**config.mk**
```make
export PLATFORM = sky130hd
export DESIGN_NAME = ir_carrier_ctrl
export DESIGN_NICKNAME = d
export VERILOG_FILES = /design/src/rtl/ir_carrier_pkg.sv /design/src/rtl/ir_regs.sv /design/src/rtl/ir_refdiv.sv /design/src/rtl/ir_pulse_mod.sv /design/src/rtl/ir_carrier_ctrl.sv
export SDC_FILE = /design/constraint.sdc
export NUM_CORES = 1
export LEC_CHECK = 0
export ABC_AREA = 1
export BUFFER_PORTS_ARGS = -buffer_cell sky130_fd_sc_hd__buf_2
export CAP_MARGIN = 20
export CORE_UTILIZATION = 40
export CTS_CLUSTER_SIZE = 8
export DETAILED_ROUTE_END_ITERATION = 12
export SETUP_SLACK_MARGIN = 0.02
export SLEW_MARGIN = 40
export SYNTH_ARGS = -nofsm -noshare
export SYNTH_HDL_FRONTEND = slang
export SYNTH_SLANG_ARGS = --single-unit
export TNS_END_PERCENT = 5
```
**constraint.sdc**
```tcl
create_clock -name clk -period 2.4 [get_ports clk]
set_input_delay 0.12 -clock clk [delete_from_list [all_inputs] [get_ports clk]]
set_output_delay 0.12 -clock clk [all_outputs]
set_load 0.01 [all_outputs]
```
**src/rtl/ir_carrier_pkg.sv**
```systemverilog
package ir_carrier_pkg;

    localparam int DATA_W        = 8;
    localparam int ADDR_W        = 3;
    localparam int DIVSEL_W      = 2;
    localparam int DIV_BASE_LOG2 = 3;
    localparam int DIV_CNT_W     = DIV_BASE_LOG2 + (2 ** DIVSEL_W) - 1;
    localparam int BIT_CNT_W     = DATA_W + 1;

    localparam logic [ADDR_W-1:0] ADDR_CTRL   = 3'd0;
    localparam logic [ADDR_W-1:0] ADDR_MARK   = 3'd1;
    localparam logic [ADDR_W-1:0] ADDR_SPACE  = 3'd2;
    localparam logic [ADDR_W-1:0] ADDR_IRQPT  = 3'd3;
    localparam logic [ADDR_W-1:0] ADDR_IRQCLR = 3'd4;

    // control field layout, LSB first: car_en, hw_mode, gate, env_en, div_sel
    typedef struct packed {
        logic [DIVSEL_W-1:0] div_sel;
        logic                env_en;
        logic                gate;
        logic                hw_mode;
        logic                car_en;
    } ctrl_t;

    localparam int CTRL_W = $bits(ctrl_t);

    typedef struct packed {
        logic [DATA_W-1:0] mark;
        logic [DATA_W-1:0] space;
    } timing_t;

    typedef enum logic [1:0] {
        PM_IDLE  = 2'd0,
        PM_MARK  = 2'd1,
        PM_SPACE = 2'd2
    } pm_state_t;

    // terminal value of the reference divider: (8 << sel) - 1
    function automatic logic [DIV_CNT_W-1:0] ratio_last(input logic [DIVSEL_W-1:0] sel);
        logic [DIV_CNT_W:0] full;
        full = (DIV_CNT_W+1)'(1) << (DIV_BASE_LOG2 + int'(sel));
        return DIV_CNT_W'(full - 1'b1);
    endfunction

    // a programmed count of zero behaves as one
    function automatic logic [DATA_W-1:0] eff_count(input logic [DATA_W-1:0] c);
        return (c == '0) ? DATA_W'(1) : c;
    endfunction

endpackage

```
**src/rtl/ir_regs.sv**
```systemverilog
module ir_regs
    import ir_carrier_pkg::*;
(
    input  logic              clk,
    input  logic              rst,
    input  logic              wr_en,
    input  logic [ADDR_W-1:0] wr_addr,
    input  logic [DATA_W-1:0] wr_data,
    output ctrl_t             ctrl,
    output timing_t           shadow,
    output logic [DATA_W-1:0] irq_pt,
    output logic              irq_clr
);

    ctrl_t ctrl_wr;

    always_comb begin
        ctrl_wr = ctrl_t'(wr_data[CTRL_W-1:0]);
        if (ctrl_wr.hw_mode != ctrl.hw_mode) begin
            ctrl_wr.gate = 1'b0;
        end
    end

    always_ff @(posedge clk) begin
        if (rst) begin
            ctrl   <= '0;
            shadow <= '0;
            irq_pt <= '0;
        end else if (wr_en) begin
            case (wr_addr)
                ADDR_CTRL:  ctrl         <= ctrl_wr;
                ADDR_MARK:  shadow.mark  <= wr_data;
                ADDR_SPACE: shadow.space <= wr_data;
                ADDR_IRQPT: irq_pt       <= wr_data;
                default: ;
            endcase
        end
    end

    assign irq_clr = wr_en && (wr_addr == ADDR_IRQCLR) && wr_data[0];

    AST_MODE_CHANGE_GATE: assert property (@(posedge clk) disable iff (rst)
        (wr_en && wr_addr == ADDR_CTRL && wr_data[1] != ctrl.hw_mode) |=> !ctrl.gate);

endmodule

```
**src/rtl/ir_refdiv.sv**
```systemverilog
module ir_refdiv
    import ir_carrier_pkg::*;
(
    input  logic                clk,
    input  logic                rst,
    input  logic                started,
    input  logic                carrier_in,
    input  logic [DIVSEL_W-1:0] div_sel,
    output logic                car_q,
    output logic                rise,
    output logic                tick
);

    logic [DIV_CNT_W-1:0] div_cnt;
    logic                 at_last;

    assign rise    = carrier_in & ~car_q;
    assign at_last = (div_cnt == ratio_last(div_sel));
    assign tick    = started & rise & at_last;

    always_ff @(posedge clk) begin
        if (rst) begin
            car_q <= 1'b0;
        end else begin
            car_q <= carrier_in;
        end
    end

    // counts carrier rising edges inside one reference period
    always_ff @(posedge clk) begin
        if (rst || !started) begin
            div_cnt <= '0;
        end else if (rise) begin
            div_cnt <= at_last ? '0 : div_cnt + 1'b1;
        end
    end

    AST_DIV_IDLE_CLEAR: assert property (@(posedge clk) disable iff (rst)
        !started |=> (div_cnt == '0));

endmodule

```
**src/rtl/ir_pulse_mod.sv**
```systemverilog
module ir_pulse_mod
    import ir_carrier_pkg::*;
(
    input  logic              clk,
    input  logic              rst,
    input  logic              run,
    input  logic              rise,
    input  logic              tick,
    input  timing_t           shadow,
    input  logic [DATA_W-1:0] irq_pt,
    input  logic              irq_clr,
    output logic              started,
    output logic              gate,
    output logic              irq
);

    pm_state_t            state;
    timing_t              active;
    logic [DATA_W-1:0]    ph_cnt;
    logic [BIT_CNT_W-1:0] bit_cnt;
    logic [BIT_CNT_W-1:0] bit_next;
    logic                 mark_done;
    logic                 space_done;
    logic                 bit_end;
    logic                 irq_hit;

    assign started    = (state != PM_IDLE);
    assign mark_done  = (ph_cnt == eff_count(active.mark)  - 1'b1);
    assign space_done = (ph_cnt == eff_count(active.space) - 1'b1);
    assign bit_end    = tick && (state == PM_SPACE) && space_done;
    assign bit_next   = bit_cnt + 1'b1;
    assign irq_hit    = tick && (irq_pt != '0) && (bit_next == {1'b0, irq_pt});

    // mark/space sequencer
    always_ff @(posedge clk) begin
        if (rst || !run) begin
            state  <= PM_IDLE;
            gate   <= 1'b0;
            ph_cnt <= '0;
            active <= '0;
        end else begin
            case (state)
                PM_IDLE: begin
                    if (rise) begin
                        state  <= PM_MARK;
                        gate   <= 1'b1;
                        ph_cnt <= '0;
                        active <= shadow;
                    end
                end
                PM_MARK: begin
                    if (tick) begin
                        if (mark_done) begin
                            state  <= PM_SPACE;
                            gate   <= 1'b0;
                            ph_cnt <= '0;
                        end else begin
                            ph_cnt <= ph_cnt + 1'b1;
                        end
                    end
                end
                PM_SPACE: begin
                    if (tick) begin
                        if (space_done) begin
                            state  <= PM_MARK;
                            gate   <= 1'b1;
                            ph_cnt <= '0;
                            active <= shadow;
                        end else begin
                            ph_cnt <= ph_cnt + 1'b1;
                        end
                    end
                end
                default: begin
                    state <= PM_IDLE;
                    gate  <= 1'b0;
                end
            endcase
        end
    end

    // elapsed reference periods within the current bit
    always_ff @(posedge clk) begin
        if (rst || !run || state == PM_IDLE) begin
            bit_cnt <= '0;
        end else if (tick) begin
            bit_cnt <= bit_end ? '0 : bit_next;
        end
    end

    // sticky interrupt flag, set has priority over clear
    always_ff @(posedge clk) begin
        if (rst) begin
            irq <= 1'b0;
        end else if (irq_hit) begin
            irq <= 1'b1;
        end else if (irq_clr) begin
            irq <= 1'b0;
        end
    end

    AST_GATE_ON_EDGE: assert property (@(posedge clk) disable iff (rst)
        (run && $past(run) && !$stable(gate)) |-> $past(rise));

    AST_IRQ_ON_TICK: assert property (@(posedge clk) disable iff (rst)
        $rose(irq) |-> $past(tick));

    AST_IRQ_STICKY: assert property (@(posedge clk) disable iff (rst)
        (irq && !irq_clr) |=> irq);

    AST_STOP_IDLE: assert property (@(posedge clk) disable iff (rst)
        !run |=> (state == PM_IDLE && !gate));

endmodule

```
**src/rtl/ir_carrier_ctrl.sv**
```systemverilog
module ir_carrier_ctrl
    import ir_carrier_pkg::*;
(
    input  logic              clk,
    input  logic              rst,
    input  logic              carrier_in,
    input  logic              wr_en,
    input  logic [ADDR_W-1:0] wr_addr,
    input  logic [DATA_W-1:0] wr_data,
    output logic              carrier_pin,
    output logic              envelope_pin,
    output logic              irq
);

    ctrl_t             ctrl;
    timing_t           shadow;
    logic [DATA_W-1:0] irq_pt;
    logic              irq_clr;
    logic              run;
    logic              started;
    logic              car_q;
    logic              rise;
    logic              tick;
    logic              hw_gate;
    logic              sw_gate;

    assign run     = ctrl.car_en & ctrl.hw_mode;
    assign sw_gate = ctrl.car_en & ctrl.gate;

    ir_regs u_regs (
        .clk     (clk),
        .rst     (rst),
        .wr_en   (wr_en),
        .wr_addr (wr_addr),
        .wr_data (wr_data),
        .ctrl    (ctrl),
        .shadow  (shadow),
        .irq_pt  (irq_pt),
        .irq_clr (irq_clr)
    );

    ir_refdiv u_refdiv (
        .clk        (clk),
        .rst        (rst),
        .started    (started),
        .carrier_in (carrier_in),
        .div_sel    (ctrl.div_sel),
        .car_q      (car_q),
        .rise       (rise),
        .tick       (tick)
    );

    ir_pulse_mod u_pmod (
        .clk     (clk),
        .rst     (rst),
        .run     (run),
        .rise    (rise),
        .tick    (tick),
        .shadow  (shadow),
        .irq_pt  (irq_pt),
        .irq_clr (irq_clr),
        .started (started),
        .gate    (hw_gate),
        .irq     (irq)
    );

    // software mode passes the raw carrier, hardware mode the registered one
    always_comb begin
        if (ctrl.hw_mode) begin
            carrier_pin  = run & hw_gate & car_q;
            envelope_pin = ctrl.env_en & run & hw_gate;
        end else begin
            carrier_pin  = sw_gate & carrier_in;
            envelope_pin = ctrl.env_en & sw_gate;
        end
    end

    AST_PIN_NEEDS_ENABLE: assert property (@(posedge clk) disable iff (rst)
        !ctrl.car_en |-> !carrier_pin);

    AST_ENV_MASK: assert property (@(posedge clk) disable iff (rst)
        !ctrl.env_en |-> !envelope_pin);

endmodule

```
======== Yosys cells after proc, flatten, opt, wreduce, memory -nomap -nowiden ========
Cells that the tools add are included.
Widths: inputs -> output; s select.
cells by class
  reductions and logical operators ........ 27
  $add $sub $neg .......................... 7
  eq/ne operators ......................... 16
  shifts and indexed selects .............. 1
  muxes and demuxes ....................... 31
  bitwise logic cells ..................... 12
operator list
  cell                  number
  $mux 8                7
  $mux 16               3
  $pmux 16 s2           1
  $shl 1x32->6 const A  1
  $pmux 8 s3            1
  $eq 8x8->1            2
  $logic_not 8->1       2
  $sub 8x1->8 const B   2
  $and 1x1->1           11
  $mux 1                10
  $mux 2                5
  $add 9x1->9 const B   1
  $eq 9x8->1            1
  $mux 9                1
  $add 8x1->8 const B   1
  $ne 2x1->1 const B    4
  $reduce_and 2->1      4
  $reduce_and 4->1      2
  $reduce_bool 8->1     1
  $add 6x1->6 const B   1
  $eq 3x2->1 const B    2
  $eq 6x6->1            1
  $logic_and 1x1->1     6
  $mux 6                1
  18 further kinds      23
storage, ports and cells
  logic and storage cells ................. 111
  register bits ........................... 74
  input bits .............................. 15

======== Longest topological paths before layout ========
Gate-level depths: netlist of run 1.
  depth after elaboration ................. 8
  mapped depth ............................ 20
  mapped depth without buffers ............ 19

======== By module ========
From an unflattened synthesis of run 1, not the netlist that was laid out.
unflattened totals
  cells, all modules ...................... 675
  area total of the unflattened synthesis .. 4428.0 sq um
by module, submodules not included
  module           area each (sq um)  instances  cells each  seq. area each (sq um)
  ir_pulse_mod     2487.4             1          373         740.7
  ir_regs          1358.8             1          199         600.6
  ir_refdiv        538.0              1          94          140.1
  ir_carrier_ctrl  43.8               1          9           0.0

======== Worst setup path after synthesis of run 1 ========
OpenSTA, ideal clock, no wires.
  path type ............................... register -> register
  from .................................... reg u_pmod.active[2] (netlist name)
  to ...................................... reg u_pmod.active[0] (netlist name)
  clock period less this slack ............ 2167 ps
  library setup time ...................... 113 ps
  data required time ...................... 2287 ps
  path slack .............................. 233 ps
  arrival time ............................ 2054 ps
  cell stages (with the launch flop) ...... 17
  path through ............................ dfxtp_1 > nor2_2 > nand2_1 > o21ai_2 > inv_2 > ha_1 > xor2_1 > o21ai_0 > nor2_1 > nand2_1 > nor2_2 > nand3_2 > nand2_4 > nand3_4 > buf_2 > nor2_1 > nor2_1
between the ends
  cells in the longest elaborated chain, start to end .. 6
ends and longest elaborated chain
  element                       RTL line              text
  start, declared               ir_pulse_mod.sv:18    timing_t active;
  start signal, assigned        ir_pulse_mod.sv:48    active <= shadow;
  start signal, assigned        ir_pulse_mod.sv:68    active <= shadow;
  $logic_not 8->1               ir_carrier_pkg.sv:47  return (c == '0) ? DATA_W'(1) : c;
  $mux 8 *                      ir_carrier_pkg.sv:47
  $sub 8x1->8 *                 ir_pulse_mod.sv:29    assign space_done = (ph_cnt == eff_count(active.space) - 1'b1);
  $eq 8x8->1 *                  ir_pulse_mod.sv:29
  $ne 2x1->1 (no line) *        --
  $reduce_and 4->1 (no line) *  --
Every way passes the cells marked *; elsewhere a longest branch is shown, timed or not.
A chain may end at the register's enable or synchronous reset.

======== Worst setup path after layout of run 1 ========
  from .................................... reg u_pmod.active[3] (netlist name)
  to ...................................... reg u_pmod.gate
between the ends
  cells in the longest elaborated chain, start to end .. 6
ends and longest elaborated chain
  element                       RTL line              text
  $logic_not 8->1               ir_carrier_pkg.sv:47
  $mux 8 *                      ir_carrier_pkg.sv:47
  $sub 8x1->8 *                 ir_pulse_mod.sv:29
  $eq 8x8->1 *                  ir_pulse_mod.sv:29
  $ne 2x1->1 (no line) *        --
  $reduce_and 5->1 (no line) *  --
  end signal, assigned          ir_pulse_mod.sv:38    gate <= 1'b0;
  end signal, assigned          ir_pulse_mod.sv:46    gate <= 1'b1;
  end signal, assigned          ir_pulse_mod.sv:55    gate <= 1'b0;
  end, declared                 ir_pulse_mod.sv:13    output logic gate,
Marks and branches as above.

==> impl_metrics.ini, run 1 <==
[grt]
grt_pass1_wl_um = 16100
grt_usage = 0.198
grt_max_degree = 31
grt_pass1_vias = 3382
antenna_found_initial = 0
grt.overflow.total = 0

[floorplan]
dieArea_um2 = 10500
core_area_um2 = 9770
fp.dieW_um = 103
std_cell_rows = 36
start_util = 0.414
fp.dieH_um = 103
io_pins = 18

[clock_network]
htree_num_levels = 3
tritoncts = yes
clock_sinks = 74
cts_root_buf = clkbuf_8
clkSlewWorstSetupHoldPaths_ns = 0.08
clk-insertion-delay-late_ns = 0.36
cts_buffers = 9
cts_buffer_depth = 2

[sta]
setup_viol = 0
rsz0062_at_grt = yes
layout_setup_ws_ns = 0.0598
clock_skew_ns = 0.00582
worstMarginPinSlew_ns = 0.667
hold_viol = 0
finalCritPeriodShare = 0.975
relSlewSlack = 0.555
min_period_ns = 2.34
drv_slew = 0
clock.fmax_mhz = 427
timing.hold.ws_ns = 0.0190

[critical_path]
required_ns = 2.69
cp.arrival_ns = 2.63
crit_fanout = 5
critPathCaptureType = flip-flop
path_class = reg -> reg
worstSetupStartpointType = flip-flop

[synthesis]
ys_seq_area_frac = 0.366
netlist-cell-type-count = 35
syn_nets = 614
yosys.cell_count.top_type = nand2_1
ys.flop_type = dfxtp_1
yosysTopAreaCell = dfxtp_1
synth.avg_cell_area_um2 = 6.88
ys_top_cells_by_area = dfxtp_1, nand2_1, nor2_1
ys.warnings.count = 0
synthCells = 588
synth_commonest_cells = nand2_1, nor2_1, dfxtp_1, inv_1, a21oi_1
synth_edf_count = 0
netlist_area_um2 = 4040
netlist.area_leader.share = 0.366
ys_ff_latch = 74
async_flop_share = 0

[pwr]
ir_drop_uv = 322
leakage_nw = 2.02
power_density_nw_per_um2 = 493

[final_layout]
antenna_cells = 0
drive_gt1_frac = 0.164
multi_input_comb_area_um2 = 2330
area.growth.synth_to_final_pct = 17.1
utilization = 0.485
nets = 657
fillerInstances = 994
regArea_um2 = 1490

[route]
vias = 3860
wirelength_um = 9920
drt_iter0_markers = 232
avgRoutedWirePerCell_um = 12.9
viasPerCell = 5.02
drt_pass1_iterations = 5
drtAntennaViolNets = 0
drcViolationCount = 0

[outcome]
status = finished, final reports clean

[placed_design]
place.gp.congestion = 0.898
place_ws_ns = 0.00952
port_buffers = 17
post-dp-hpwl_um = 7110

[hold_path]
min_path_type = in -> reg

[job]
drv_cap = 0
==> what timing repair did <==
action / in CTS / in global routing
pin swaps: 0 / 10
endpoints found under the hold margin: 2 / 0
endpoints found under the setup margin: 11 / 35
gates cloned: 1 / 2
buffers inserted: 0 / 9
hold buffers: 1 / 0
gates resized for setup: 1 / 29
==> final timing paths <==
path,slack [ns],end,depth (start not counted),startpoint
worst max register to register,0.06,u_pmod.gate,16,u_pmod.active[3]
worst max-delay path,0.06,u_pmod.gate,16,u_pmod.active[3]
worst min-delay path,0.02,u_refdiv.car_q,3,carrier_in
worst min register to register,0.49,u_pmod.bit_cnt[8],2,u_pmod.bit_cnt[8]
==> stage by stage <==
step	setup TNS, ns	instance area [um^2]	total power (W)	instances
6_report	0	4740	0.00233	769
3_5_place_dp	0	4340	0.00141	740
3_3_place_gp	0	4340	0.00141	740
4_1_cts	0	4560	0.00235	758
2_1_floorplan	0	4040	0.00137	588
5_1_grt	-1.59	4740	0.00244	769
==> metal layers <==
metal	share of wire	global-route usage
met1	0.50	0.275
met2	0.44	0.303
met3	0.034	0.0407
met4	0.024	0.0692
met5	0	0
==> sequential cells by signal, summed over array words and instances, names as in the netlist <==
name              flops
u_pmod.irq            1
u_regs.ctrl           6
u_refdiv.div_cnt      6
u_pmod.active        16
u_regs.irq_pt         8
u_pmod.state          2
u_regs.shadow        16
u_pmod.ph_cnt         8
u_refdiv.car_q        1
u_pmod.bit_cnt        9
u_pmod.gate           1
==> cells by family (layout without fill, tap and decap cells) <==
family | Yosys count | count (layout) | share of synthesized area
XOR/XNOR | 31 | 31 | 0.0671
AO/OA/AOI/OAI | 97 | 97 | 0.125
adder cells (fa/ha/maj) | 11 | 11 | 0.0340
flip-flops | 74 | 74 | 0.366
AND/OR/NAND/NOR | 291 | 294 | 0.323
buffers and inverters | 84 | 129 | 0.0842
==> report_power, final <==
group / switching (W) / total, W / internal (W)
sequential: 0.0000108 / 0.00125 / 0.00124
clock: 0.000505 / 0.000940 / 0.000435
combinational: 0.0000915 / 0.000139 / 0.0000470
total: 0.000607 / 0.00233 / 0.00173
==> placed cells by master, fill, tap and decap left out, drive strengths merged <==
| cell | n |
|---|---|
| nand2 | 115 |
| nor2 | 101 |
| dfxtp | 74 |
| inv | 67 |
| o21ai | 47 |
| a21oi | 45 |
| buf | 43 |
| nand3 | 38 |
| nand4 | 25 |
| xor2 | 18 |
| xnor2 | 13 |
| clkbuf | 11 |
| ha | 11 |
| nor3 | 10 |
| clkinv | 5 |
| nor3b | 2 |
| or2 | 2 |
| clkinvlp | 2 |
| a21boi | 1 |
| o22ai | 1 |
| o221ai | 1 |
| a211oi | 1 |
| nor4 | 1 |
| o2111ai | 1 |
| dlygate4sd3 | 1 |
==> cell type report <==
type	count	area share
clock buffer	11	0.0320
clock inverter	5	0.00793
inverter	69	0.0547
multi-input combinational	433	0.492
sequential	74	0.314
tap	133	0.0351
timing repair buffer	44	0.0637
==> critical path, stage by stage, from the launching register on <==
cell     delay [ns]
dfxtp_4        0.36
nor2_4         0.12
nand2_2        0.07
o21ai_2        0.16
inv_2          0.07
ha_4           0.26
xor2_1         0.14
o21ai_1        0.09
nor2_1         0.10
nand2_1        0.08
nor2_2         0.14
nand3_2        0.10
nand2_4        0.10
buf_6          0.14
buf_4          0.11
nand4_1        0.07
a21oi_1        0.15
No activity file was read; power rests on OpenSTA's default activity.
==> run 2, diff against run 1 <==
==> constraint.sdc (replaced) <==
create_clock -name clk -period 2.9 [get_ports clk]
set_input_delay 0.145 -clock clk [delete_from_list [all_inputs] [get_ports clk]]
set_output_delay 0.145 -clock clk [all_outputs]
set_load 0.01 [all_outputs]
==> run 2 against run 1 <==
  * Critical path depth decreased by 1
  * Global-route usage decreased by 0.62 points
  * Combinational power decreased by 24%
  * Setup slack improved by 0.36 ns
  * Highest routed layer unchanged
==> impl_metrics.ini, run 2 (synthesis results as in run 1) <==
[outcome]
status = finished, final reports clean

[clock_network]
htree_num_levels = 3
cts_buffers = 9
ctsResizeCount = 0
cts_setup_buffers = 0
tritoncts = yes
clkSlewWorstSetupHoldPaths_ns = 0.08
clock_sinks = 74
cts_buffer_depth = 2
cts_root_buf = clkbuf_8
ctsHoldBuffers = 1
clk-insertion-delay-late_ns = 0.35

[job]
drv_cap = 0

[pwr]
leakage_nw = 1.89
ir_drop_uv = 315
power_density_nw_per_um2 = 453

[hold_path]
min_path_type = in -> reg
hold_start = carrier_in
whs_path_depth = 3
holdPathEnd = u_refdiv.car_q

[route]
vias = 3691
viasPerCell = 4.95
drtAntennaViolNets = 0
drt_pass1_iterations = 5
wirelength_um = 9310
avgRoutedWirePerCell_um = 12.5
drt_iter0_markers = 147
drcViolationCount = 0

[critical_path]
cpPeakStageDelay_ns = 0.35
crit_fanout = 23
cp_num_buf_inv = 1
worstSetupStartpointType = flip-flop
cp_slowest_cell = dfxtp_1
cp.arrival_ns = 2.73
timing.reg2reg.setup_slack_ns = 0.42
cpLargestDelayFamily = simple AND/OR/NAND/NOR gates
cp_cell_sequence = nor2_2 > nand2_1 > o21ai_2 > inv_2 > ha_1 > xor2_1 > o21ai_0 > nor2_1 > nand2_1 > nor2_2 > nand3_2 > nand2_4 > nand3_4 > nor2_1 > nor2_1
timing.rr.end = u_pmod.active[4]
r2r_cells = 15
crit_path_frequent_cell = nor2_1
timing.rr.start = u_pmod.active[2]
required_ns = 3.15
critPathLaunch = u_pmod.active[2]
critPathCaptureType = flip-flop
path_class = reg -> reg

[grt]
grt.overflow.total = 0
grt_usage = 0.192
grt_pass1_wl_um = 15600
grt_pass1_vias = 3239
grt_max_degree = 32
antenna_found_initial = 0

[final_layout]
drive_gt1_frac = 0.101
final_cell_mix = nand2_1, nor2_1, dfxtp_1, inv_1, a21oi_1
layout_top_registers = u_pmod.active: 16 flops, u_regs.shadow: 16 flops, u_pmod.bit_cnt: 9 flops
antenna_cells = 0
area.growth.synth_to_final_pct = 10.8
final_common_cell = nand2_1
nets = 633
utilization = 0.458

[placed_design]
port_buffers = 17
place.gp.congestion = 0.926
post-dp-hpwl_um = 7050
place_ws_ns = 0.446

[floorplan]
fp.dieH_um = 103
dieArea_um2 = 10500
std_cell_rows = 36
fp.dieW_um = 103
core_area_um2 = 9770
io_pins = 18
start_util = 0.414

[sta]
finalCritPeriodShare = 0.856
drv_slew = 0
clock_skew_ns = 0.00838
worstMarginPinSlew_ns = 0.715
relSlewSlack = 0.523
setup_viol = 0
min_period_ns = 2.48
rsz0062_at_grt = no
hold_viol = 0
fin_tns_setup_ns = 0
timing.hold.ws_ns = 0.0522
clock.fmax_mhz = 403
layout_setup_ws_ns = 0.418
-- run 2: layout make-up --
type	count	area [um^2]
Fill cell	1017	5300
Multi-Input combinational cell	430	2220
Sequential cell	74	1480
Inverter	69	259
Tap cell	133	166
Timing Repair Buffer	23	133
Clock buffer	10	128
Clock inverter	6	90.1
-- run 2: power breakdown --
part	total [W]	leakage, nW	switching [W]	internal, W
Clock	0.000885	0.107	0.000397	0.000488
Sequential	0.00104	0.598	0.00000963	0.00103
Combinational	0.000105	1.19	0.0000708	0.0000341
Total	0.00203	1.89	0.000477	0.00155
-- run 2: layer usage --
layer / track usage / wire (um) / vias to the layer above
li1: - / - / 1947
met1: 0.271 / 4620 / 1664
met2: 0.290 / 4180 / 67
met3: 0.0353 / 351 / 13
met4: 0.0703 / 147 / 0
met5: 0 / 0 / -
-- run 2: worst min-delay path, stage by stage --
cell	delay, ns
buf_2	0.12
inv_1	0.07
nor2_1	0.04
-- run 2: through the flow --
stage | total power, W | instance area, um^2 | cells
CTS | 0.00205 | 4480 | 745
finish | 0.00203 | 4480 | 745
floorplan | 0.00113 | 4040 | 588
global route | 0.00211 | 4480 | 745
detailed placement | 0.00117 | 4250 | 728
global placement | 0.00116 | 4250 | 728
-- run 2: worst max-delay path by stage --
stage,to,slack [ns],cells past startpoint
2_1_floorplan,u_pmod.active[0],0.73,16
3_3_place_gp,u_pmod.active[8],0.49,15
3_5_place_dp,u_pmod.active[9],0.45,17
4_1_cts,u_pmod.active[9],0.43,15
5_1_grt,u_pmod.active[4],0.12,17
6_report,u_pmod.active[4],0.42,15
==> run 3, diff against run 2 <==
==> constraint.sdc (replaced) <==
create_clock -name clk -period 2.9 [get_ports clk]
set_input_delay 0.29 -clock clk [delete_from_list [all_inputs] [get_ports clk]]
set_output_delay 0.29 -clock clk [all_outputs]
set_load 0.02 [all_outputs]
==> run 3 against run 2 <==
  * Final area shrank 0.22%
  * Routed wire length increased by 0.37%
  * Count of clock-buffer cells in the layout unchanged
  * Largest cell class unchanged
  * Highest routed layer unchanged
==> impl_metrics.ini, run 3 (synthesis results as in run 1) <==
[outcome]
status = finished, final reports clean

[sta]
finalCritPeriodShare = 0.860
clock.fmax_mhz = 401
setup_viol = 0
fin_tns_setup_ns = 0
hold_viol = 0
clock_skew_ns = 0.00880
worstMarginPinSlew_ns = 0.709
relSlewSlack = 0.527
min_period_ns = 2.49
drv_slew = 0
rsz0062_at_grt = no

[final_layout]
antenna_cells = 0
final_common_cell = nand2_1
drive_gt1_frac = 0.101
layoutNonFillerInstCount = 744
nets = 632
final_cell_mix = nand2_1, nor2_1, dfxtp_1, inv_1, a21oi_1
fillerInstances = 1018
design_area_um2 = 4470
layout_top_registers = u_pmod.active: 16 flops, u_regs.shadow: 16 flops, u_pmod.bit_cnt: 9 flops
utilization = 0.457
area.growth.synth_to_final_pct = 10.5

[grt]
grt_usage = 0.191
grt_pass1_vias = 3227
grt.overflow.total = 0
grt_pass1_wl_um = 15600
antenna_found_initial = 0
grt_max_degree = 32

[floorplan]
io_pins = 18
std_cell_rows = 36
core_area_um2 = 9770
fp.dieH_um = 103
dieArea_um2 = 10500
start_util = 0.414
fp.dieW_um = 103

[job]
drv_cap = 0

[hold_path]
min_path_type = in -> reg

[critical_path]
required_ns = 3.15
crit_fanout = 23
path_class = reg -> reg
critPathCaptureType = flip-flop
worstSetupStartpointType = flip-flop
cp.arrival_ns = 2.74

[route]
drt_pass1_iterations = 5
drtAntennaViolNets = 0
drcViolationCount = 0
wirelength_um = 9340
vias = 3697
avgRoutedWirePerCell_um = 12.6
viasPerCell = 4.97
drt_iter0_markers = 144

[placed_design]
port_buffers = 17
dpl-instance-area_um2 = 4250
dp.cells = 728
place.gp.congestion = 0.926
post-dp-hpwl_um = 7050

[clock_network]
ctsHoldBuffers = 0
tritoncts = yes
cts_root_buf = clkbuf_8
cts_setup_buffers = 0
ctsResizeCount = 0
clock_sinks = 74
cts_buffers = 9
cts_buffer_depth = 2
htree_num_levels = 3
clk-insertion-delay-late_ns = 0.35
clkSlewWorstSetupHoldPaths_ns = 0.08

[pwr]
leakage_nw = 1.89
power_w = 0.00203
ir_drop_uv = 315
power_density_nw_per_um2 = 454
run 3: cell types whose count changed in the layout (fill, tap and decap cells not counted), sizes merged:
cell	delta
dlygate4sd3	-1
run 3: metrics by stage:
stage / hold slack, ns / worst slack, ns
after floorplan: 0.359 / 0.733
after global placement: 0.456 / 0.488
after detailed placement: 0.463 / 0.446
after CTS: 0.128 / 0.427
after global routing: 0.135 / 0.116
final: 0.147 / 0.406
run 3: cell type report:
cell class,count,area (um^2),share of cell area
Clock buffer,10,128,0.0286
Clock inverter,6,90.1,0.0202
Inverter,69,259,0.0580
Multi-Input combinational cell,430,2220,0.497
Sequential cell,74,1480,0.331
Tap cell,133,166,0.0372
Timing Repair Buffer,22,123,0.0274
run 3: routing by layer:
| layer | wire (um) | track usage |
|---|---|---|
| met4 | 147 | 0.0703 |
| met1 | 4630 | 0.271 |
| met5 | 0 | 0 |
| met3 | 395 | 0.0353 |
| met2 | 4160 | 0.289 |
run 3: final timing paths:
path / from / end / slack [ns] / cells after the start
max: u_pmod.active[2] / u_pmod.active[4] / 0.41 / 15
min: rst / u_refdiv.car_q / 0.15 / 2
max reg2reg: u_pmod.active[2] / u_pmod.active[4] / 0.41 / 15
min reg2reg: u_pmod.irq / u_pmod.irq / 0.48 / 2
run 3: power by group:
part           internal [W]  total (W)  leakage [nW]  switching, W
Combinational     0.0000332   0.000104          1.19     0.0000710
Sequential          0.00103    0.00104         0.598    0.00000958
Clock              0.000488   0.000884         0.107      0.000397
Total               0.00155    0.00203          1.89      0.000477
run 3: critical path, stage by stage (launching register included):
cell     delay, ns
dfxtp_1       0.34
nor2_2        0.15
nand2_1       0.12
o21ai_2       0.16
inv_2         0.06
ha_1          0.30
xor2_1        0.13
o21ai_0       0.10
nor2_1        0.11
nand2_1       0.07
nor2_2        0.11
nand3_2       0.09
nand2_4       0.16
nand3_4       0.24
nor2_1        0.19
nor2_1        0.06
